`config.mk`:
```
export PLATFORM = sky130hd
export DESIGN_NAME = pulse_rate_gen
export DESIGN_NICKNAME = d
export VERILOG_FILES = /design/src/rtl/prg_pkg.sv /design/src/rtl/prg_counter.sv /design/src/rtl/prg_weight_dec.sv /design/src/rtl/prg_gate.sv /design/src/rtl/pulse_rate_gen.sv
export SDC_FILE = /design/constraint.sdc
export NUM_CORES = 1
export LEC_CHECK = 0
export ABC_AREA = 1
export BUFFER_PORTS_ARGS = -buffer_cell sky130_fd_sc_hd__buf_2
export CAP_MARGIN = 0
export CORE_AREA = 2 2 39 41
export DETAILED_ROUTE_END_ITERATION = 6
export DIE_AREA = 0 0 41 43
export PLACE_DENSITY = 0.6
export SKIP_CTS_REPAIR_TIMING = 1
export SYNTH_ARGS = -nofsm -noshare
export SYNTH_HDL_FRONTEND = slang
export SYNTH_SLANG_ARGS = --single-unit
```
`constraint.sdc`:
```
create_clock -name clk -period 2.65 [get_ports clk]
set_input_delay 0 -clock clk [delete_from_list [all_inputs] [get_ports clk]]
set_output_delay 0 -clock clk [all_outputs]
set_load 0.01 [all_outputs]
```
`src/rtl/prg_pkg.sv`:
```
package prg_pkg;

    // Default code width of the generator.
    localparam int unsigned PRG_DEF_W = 4;

    // Registered output flags of the generator.
    typedef struct packed {
        logic pulse;
        logic start;
    } prg_flags_t;

endpackage

```
`src/rtl/prg_counter.sv`:
```
module prg_counter #(
    parameter int unsigned W = prg_pkg::PRG_DEF_W
) (
    input  logic         clk,
    input  logic         rst,
    input  logic         en,
    output logic [W-1:0] state_o,
    output logic         wrap_o
);

    localparam logic [W-1:0] STEP = {{(W-1){1'b0}}, 1'b1};

    typedef struct packed {
        logic [W-1:0] state;
    } ctr_t;

    ctr_t ctr_d;
    ctr_t ctr_q;

    always_comb begin
        ctr_d = ctr_q;
        if (en) begin
            ctr_d.state = ctr_q.state + STEP;
        end
    end

    always_ff @(posedge clk) begin
        if (rst) begin
            ctr_q.state <= '1;
        end else begin
            ctr_q <= ctr_d;
        end
    end

    assign state_o = ctr_q.state;
    assign wrap_o  = &ctr_q.state;


    step_seq_chk: assert property (@(posedge clk) disable iff (rst)
        en |=> (state_o == $past(state_o) + STEP));


    stall_hold_chk: assert property (@(posedge clk) disable iff (rst)
        !en |=> $stable(state_o));

endmodule

```
`src/rtl/prg_weight_dec.sv`:
```
module prg_weight_dec #(
    parameter int unsigned W = prg_pkg::PRG_DEF_W
) (
    input  logic [W-1:0] state_i,
    output logic [W-1:0] line_o
);

    // Line k is active when the coming increment sets bit k:
    // bits below k are all one and bit k is zero.
    for (genvar k = 0; k < W; k++) begin : g_line
        if (k == 0) begin : g_lsb
            assign line_o[k] = ~state_i[0];
        end else begin : g_upper
            assign line_o[k] = (&state_i[k-1:0]) & ~state_i[k];
        end
    end

endmodule

```
`src/rtl/prg_gate.sv`:
```
module prg_gate #(
    parameter int unsigned W = prg_pkg::PRG_DEF_W
) (
    input  logic [W-1:0] line_i,
    input  logic [W-1:0] code_i,
    output logic         hit_o
);

    logic [W-1:0] sel;

    // The most frequent line (k = 0) carries the heaviest code bit.
    for (genvar k = 0; k < W; k++) begin : g_pair
        assign sel[k] = line_i[k] & code_i[W-1-k];
    end

    assign hit_o = |sel;

endmodule

```
`src/rtl/pulse_rate_gen.sv`:
```
module pulse_rate_gen #(
    parameter int unsigned W = prg_pkg::PRG_DEF_W
) (
    input  logic         clk,
    input  logic         rst,
    input  logic         en,
    input  logic [W-1:0] code_i,
    output logic         pulse_o,
    output logic         start_o
);

    localparam logic [W-1:0] ST_FIRST = '0;
    localparam logic [W-1:0] ST_NEXT  = {{(W-1){1'b0}}, 1'b1};

    typedef struct packed {
        logic [W-1:0]          code;
        prg_pkg::prg_flags_t   flags;
    } gen_t;

    gen_t         gen_d;
    gen_t         gen_q;
    logic [W-1:0] state;
    logic         wrap;
    logic [W-1:0] line;
    logic         hit;

    prg_counter #(.W(W)) u_ctr (
        .clk     (clk),
        .rst     (rst),
        .en      (en),
        .state_o (state),
        .wrap_o  (wrap)
    );

    prg_weight_dec #(.W(W)) u_dec (
        .state_i (state),
        .line_o  (line)
    );

    prg_gate #(.W(W)) u_gate (
        .line_i  (line),
        .code_i  (gen_q.code),
        .hit_o   (hit)
    );

    always_comb begin
        gen_d       = gen_q;
        gen_d.flags = '0;
        if (en) begin
            gen_d.flags.pulse = hit;
            gen_d.flags.start = (state == ST_FIRST);
            if (wrap) begin
                gen_d.code = code_i;
            end
        end
    end

    always_ff @(posedge clk) begin
        if (rst) begin
            gen_q <= '0;
        end else begin
            gen_q <= gen_d;
        end
    end

    assign pulse_o = gen_q.flags.pulse;
    assign start_o = gen_q.flags.start;

    // Per-period pulse tally used by the count property below.
    logic [W:0] tally_q;
    logic       armed_q;

    always_ff @(posedge clk) begin
        if (rst) begin
            tally_q <= '0;
            armed_q <= 1'b0;
        end else begin
            tally_q <= (start_o ? '0 : tally_q) + {{W{1'b0}}, pulse_o};
            armed_q <= armed_q | start_o;
        end
    end


    period_count_chk: assert property (@(posedge clk) disable iff (rst)
        (en && wrap && armed_q) |-> ((tally_q + {{W{1'b0}}, pulse_o}) == {1'b0, gen_q.code}));


    one_line_chk: assert property (@(posedge clk) disable iff (rst)
        $onehot0(line));


    wrap_silent_chk: assert property (@(posedge clk) disable iff (rst)
        wrap |-> (line == '0));


    strobe_pos_chk: assert property (@(posedge clk) disable iff (rst)
        start_o |-> (state == ST_NEXT));


    code_hold_chk: assert property (@(posedge clk) disable iff (rst)
        !(en && wrap) |=> $stable(gen_q.code));


    stall_quiet_chk: assert property (@(posedge clk) disable iff (rst)
        !en |=> (!pulse_o && !start_o));

endmodule

```
# Word-level counts from Yosys, hierarchy flattened
# Cells that the tools add are included.
totals:
  register_bits: 10
  elab_cells: 23
  input_bits: 7
  out_inout_bits: 2
classes:
  bitwise_logic: 12
  add_sub_neg: 1
  n_reduce_logical: 6
ops:
  columns: ["cell", "n"]
  rows:
  - ["1-bit AND", 7]
  - ["1-bit inverter", 5]
  - ["5-bit AND reduction", 1]
  - ["4-bit by 1-bit adder with 4-bit output, second input constant", 1]
  - ["4-bit logical NOT", 1]
  - ["4-bit OR reduction", 1]
  - ["3-bit AND reduction", 1]
  - ["2-bit AND reduction", 1]
  - ["2-bit OR reduction", 1]

# Longest topological paths before layout
logic_depth:
  word_depth: 4
  ltp_mapped: 6
  mapped_depth_nobuf: 6

# Hierarchy
# From an unflattened synthesis, not the netlist that was laid out.
unflattened:
  cells_unflattened: 77
  hier_area_um2: 475.5
by_module_without_submodules:
  columns: ["module", "n_inst", "cells_per_inst", "seq_area_each_um2", "area_each_um2"]
  rows:
  - ["pulse_rate_gen", 1, 35, 120.1, 231.5]
  - ["prg_counter", 1, 26, 80.1, 183.9]
  - ["prg_gate", 1, 9, 0.0, 33.8]
  - ["prg_weight_dec", 1, 7, 0.0, 26.3]

# Least setup slack after synthesis
# Ideal clock, no wire load.
synth_timing:
  path_type: "reg-to-reg"
  start: "register, netlist name u_ctr.state_o[0]"
  end: "register gen_q (netlist bit pulse_o)"
  setup_time_ns: 0.112
  t_required_ns: 2.538
  synth_period_minus_slack_ns: 1.049
  path_buffers: 0
  t_arrival_ns: 0.937
  path_slack_ns: 1.601
  stages_incl_launch_ff: 7
  cell_sequence: "dfxtp_1 -> ha_1 -> ha_1 -> nand2_1 -> nand3_1 -> nor2_1 -> nor2_1"
synth_between:
  elab_chain_len: 4
  word_cells_on_any_way: 11
  classes_between: "bitwise (8); reduce/logical (3)"
synth_lines:
  columns: ["item", "line_no", "text"]
  rows:
  - ["3-bit AND reduction / 2-bit AND reduction (equally long branches)", "prg_weight_dec.sv:14", "assign line_o[k] = (&state_i[k-1:0]) & ~state_i[k];"]
  - ["1-bit AND", "prg_weight_dec.sv:14", null]
  - ["1-bit AND", "prg_gate.sv:13", "assign sel[k] = line_i[k] & code_i[W-1-k];"]
  - ["4-bit OR reduction *", "prg_gate.sv:16", "assign hit_o = |sel;"]
  - ["to (signal assigned)", "pulse_rate_gen.sv:62", "gen_q <= gen_d;"]
  - ["to (decl)", "pulse_rate_gen.sv:21", "gen_t gen_q;"]
# Mark *: on every way between the ends. The rest lies on a longest branch, timed or not.
# A chain may end at the register's enable or synchronous reset.

# Worst setup path in the final report
layout_timing:
  start: "register, netlist name u_ctr.state_o[0]"
  end: "register gen_q (netlist bit pulse_o)"
layout_between:
  elab_chain_len: 4
  word_cells_on_any_way: 11
  classes_between: "bitwise (8); reduce/logical (3)"
layout_lines:
  columns: ["item", "line_no"]
  rows:
  - ["3-bit AND reduction / 2-bit AND reduction (equally long branches)", "prg_weight_dec.sv:14"]
  - ["1-bit AND", "prg_weight_dec.sv:14"]
  - ["1-bit AND", "prg_gate.sv:13"]
  - ["4-bit OR reduction *", "prg_gate.sv:16"]
# Marks and branches as above.

==> impl_metrics.json <==
{
  "status": "complete, but fails checks",
  "violations": "negative hold slack",
  "finClkSkew_ns": 0.005498,
  "pre_cts_ws_ns": 1.541,
  "power_frac_seq_pct": 47.1,
  "synth_compound_area_share_pct": 9.023,
  "synth_fp_nets": 79,
  "grt_max_degree": 12,
  "cts_max_path_buffers": 2,
  "design.die.area_um2": 1763,
  "p_int_mw": 0.2709,
  "yosys.area.top_type": "dfxtp_1",
  "critical_path.startpoint_type": "flop",
  "syn_area_um2": 499.2,
  "yosysSeqAreaShare_pct": 40.10,
  "synth_edf_count": 0,
  "ys_async_sr_fraction_pct": 0,
  "io_pins": 9,
  "timing.hold.ws_ns": -0.002992,
  "p_per_area_nw_per_um2": 622.9,
  "drv_slew": 0,
  "yosysMostFrequentCell": "nand2_1",
  "cts_tree": "yes",
  "drtIter0Drc": 8,
  "place_congestion": 0.6944,
  "p_leak_nw": 0.3329,
  "grt_setup_unrepaired": "false",
  "grt_pass1_vias": 377,
  "clkPwrFrac_pct": 37.4,
  "vias_per_cell": 4.526,
  "worstPathArrival_ns": 1.27,
  "drv_cap": 0,
  "synth_warnings": 0,
  "grt_pass1_wl_um": 1518,
  "critPathTopFamily": "adder cells",
  "cts_buffers": 3,
  "cp_num_buf_inv": 0,
  "grtUsageTotal_pct": 13.27,
  "num-fill-cells": 158,
  "finalHoldViolations": 1,
  "synthCells": 67,
  "htree_levels": 1,
  "critical_path.cell_chain": "ha_1 > ha_1 > nand2_1 > nand3_1 > nor2_1 > nor2_1",
  "vias": 430,
  "clkLatencyLatePin_ns": 0.27,
  "ys_ff_latch": 10,
  "crit_fanout": 4,
  "critPathMaxStageDelay_ns": 0.35,
  "multi_input_area_um2": 256.5,
  "diodes": 0,
  "fin_nets": 92,
  "tns_ns": 0,
  "yosys_most_used_dff": "dfxtp_1",
  "grt_antenna_before_repair": 0,
  "core_area_um2": 1384,
  "synth_top_family_by_area": "simple AND/OR/NAND/NOR gates",
  "rows": 14,
  "max_freq_ghz": 0.9044,
  "clk_pin_slew_ns": 0.06,
  "synthTopCellsByArea": "dfxtp_1 40%, ha_1 13%, nand2_1 11%, inv_1 7.5%, a21oi_1 6.0%",
  "cp-end-kind": "flop",
  "die_y_um": 43,
  "wirelength_um": 911,
  "synthTopCellsByCount": "15 x nand2_1, 10 x dfxtp_1, 10 x inv_1",
  "synth-simple-area-share_pct": 29.82,
  "initial_core_util_pct": 36.08,
  "fin_ws_ns": 1.544,
  "dp_hpwl_um": 686.2,
  "synth_top_area_share_pct": 40.10,
  "cts.sinks": 10,
  "ir_drop_uv": 269.3,
  "sw_frac_of_total_pct": 27.59,
  "root_buffer": "clkbuf_4",
  "area_growth_pct": 20.30,
  "die_width_um": 41,
  "finalCriticalPeriod_ns": 1.106,
  "fin_crit_sh_pct": 41.72,
  "combPwrFrac_pct": 15.5,
  "setup_viol": 0,
  "p_switching_mw": 0.1032,
  "relSlewSlack_pct": 75.76,
  "ys_types": 12,
  "port_buffers": 8,
  "post_synth.cell_area_avg_um2": 7.451,
  "dr.pass1.iters": 3,
  "ant_nets": 0,
  "grt-ovfl-total": 0,
  "regArea_um2": 200.2,
  "final_core_util_pct": 43.40,
  "synth_xor_xnor_area_share_pct": 0,
  "critical_path_required_ns": 2.82,
  "worstHoldPathType": "primary input to flop",
  "avgRoutedWirePerCell_um": 9.589,
  "synth-adder-area-share_pct": 12.53,
  "drc": 0,
  "crit_slowest_cell": "dfxtp_1",
  "critPathKind": "flop to flop",
  "tightest_slew_ns": 0.3631,
  "synthMuxAreaShare_pct": 0,
  "layout-drive-gt1-share_pct": 18.99
}
[power groups by stage]
stage | registers [mW] | clock network [mW] | logic [mW]
detailed placement | 0.179 | 0 | 0.0570
global placement | 0.179 | 0 | 0.0566
global route | 0.178 | 0.153 | 0.0670
finish | 0.176 | 0.140 | 0.0579
floorplan | 0.173 | 0 | 0.0476
CTS | 0.176 | 0.142 | 0.0576
[per-layer routing]
layer	global-route usage, %	share of wire (%)	vias up
met5	0	0	-
li1	-	-	232
met2	18.44	48	9
met4	14.00	4.6	0
met1	14.84	44	185
met3	3.141	2.7	4
[cell usage in the layout, fill, tap and decap left out, drive strengths merged]
master       netlist  routed
nand2             17      17
inv               10      10
dfxtp             10      10
nor2               9       9
buf                1       8
nand3              6       6
a21oi              6       6
ha                 5       5
clkbuf             0       4
o21ai              3       3
dlygate4sd3        0       1
[through the flow]
step	hold slack [ns]	area, um^2	power, mW	std cells
final	-0.002992	600.6	0.3741	95
after global routing	0.02010	600.6	0.3976	95
after CTS	-0.04944	590.6	0.3758	94
after detailed placement	0.2340	554.3	0.2364	90
after global placement	0.2259	554.3	0.2357	90
after floorplan	0.09972	499.2	0.2208	67
[cells by family (layout without fill, tap and decap cells)]
| logic type | Yosys count | count (layout) |
|---|---|---|
| buffers and inverters | 11 | 23 |
| adder cells (fa/ha/maj) | 5 | 5 |
| AND/OR/NAND/NOR | 32 | 32 |
| flip-flops | 10 | 10 |
| AO/OA/AOI/OAI | 9 | 9 |
[final timing paths]
check | start | to | depth (start not counted) | slack [ns]
max | u_ctr.state_o[0] | pulse_o | 6 | 1.54
min | en | u_ctr.state_o[1] | 2 | -0.003
max reg2reg | u_ctr.state_o[0] | pulse_o | 6 | 1.54
min reg2reg | gen_q[3] | gen_q[3] | 2 | 0.49
[state kept, by name, indices dropped and copies added, names as in the netlist]
signal	cells
u_ctr.state_o	4
gen_q	4
start_o	1
pulse_o	1
[layout make-up]
| class | count | share of cell area (%) |
|---|---|---|
| Tap cell | 16 | 3.333 |
| Clock buffer | 4 | 6.042 |
| Multi-Input combinational cell | 46 | 42.71 |
| Inverter | 10 | 6.250 |
| Sequential cell | 10 | 33.33 |
| Timing Repair Buffer | 9 | 8.333 |
(Power assumes the default switching activity.)
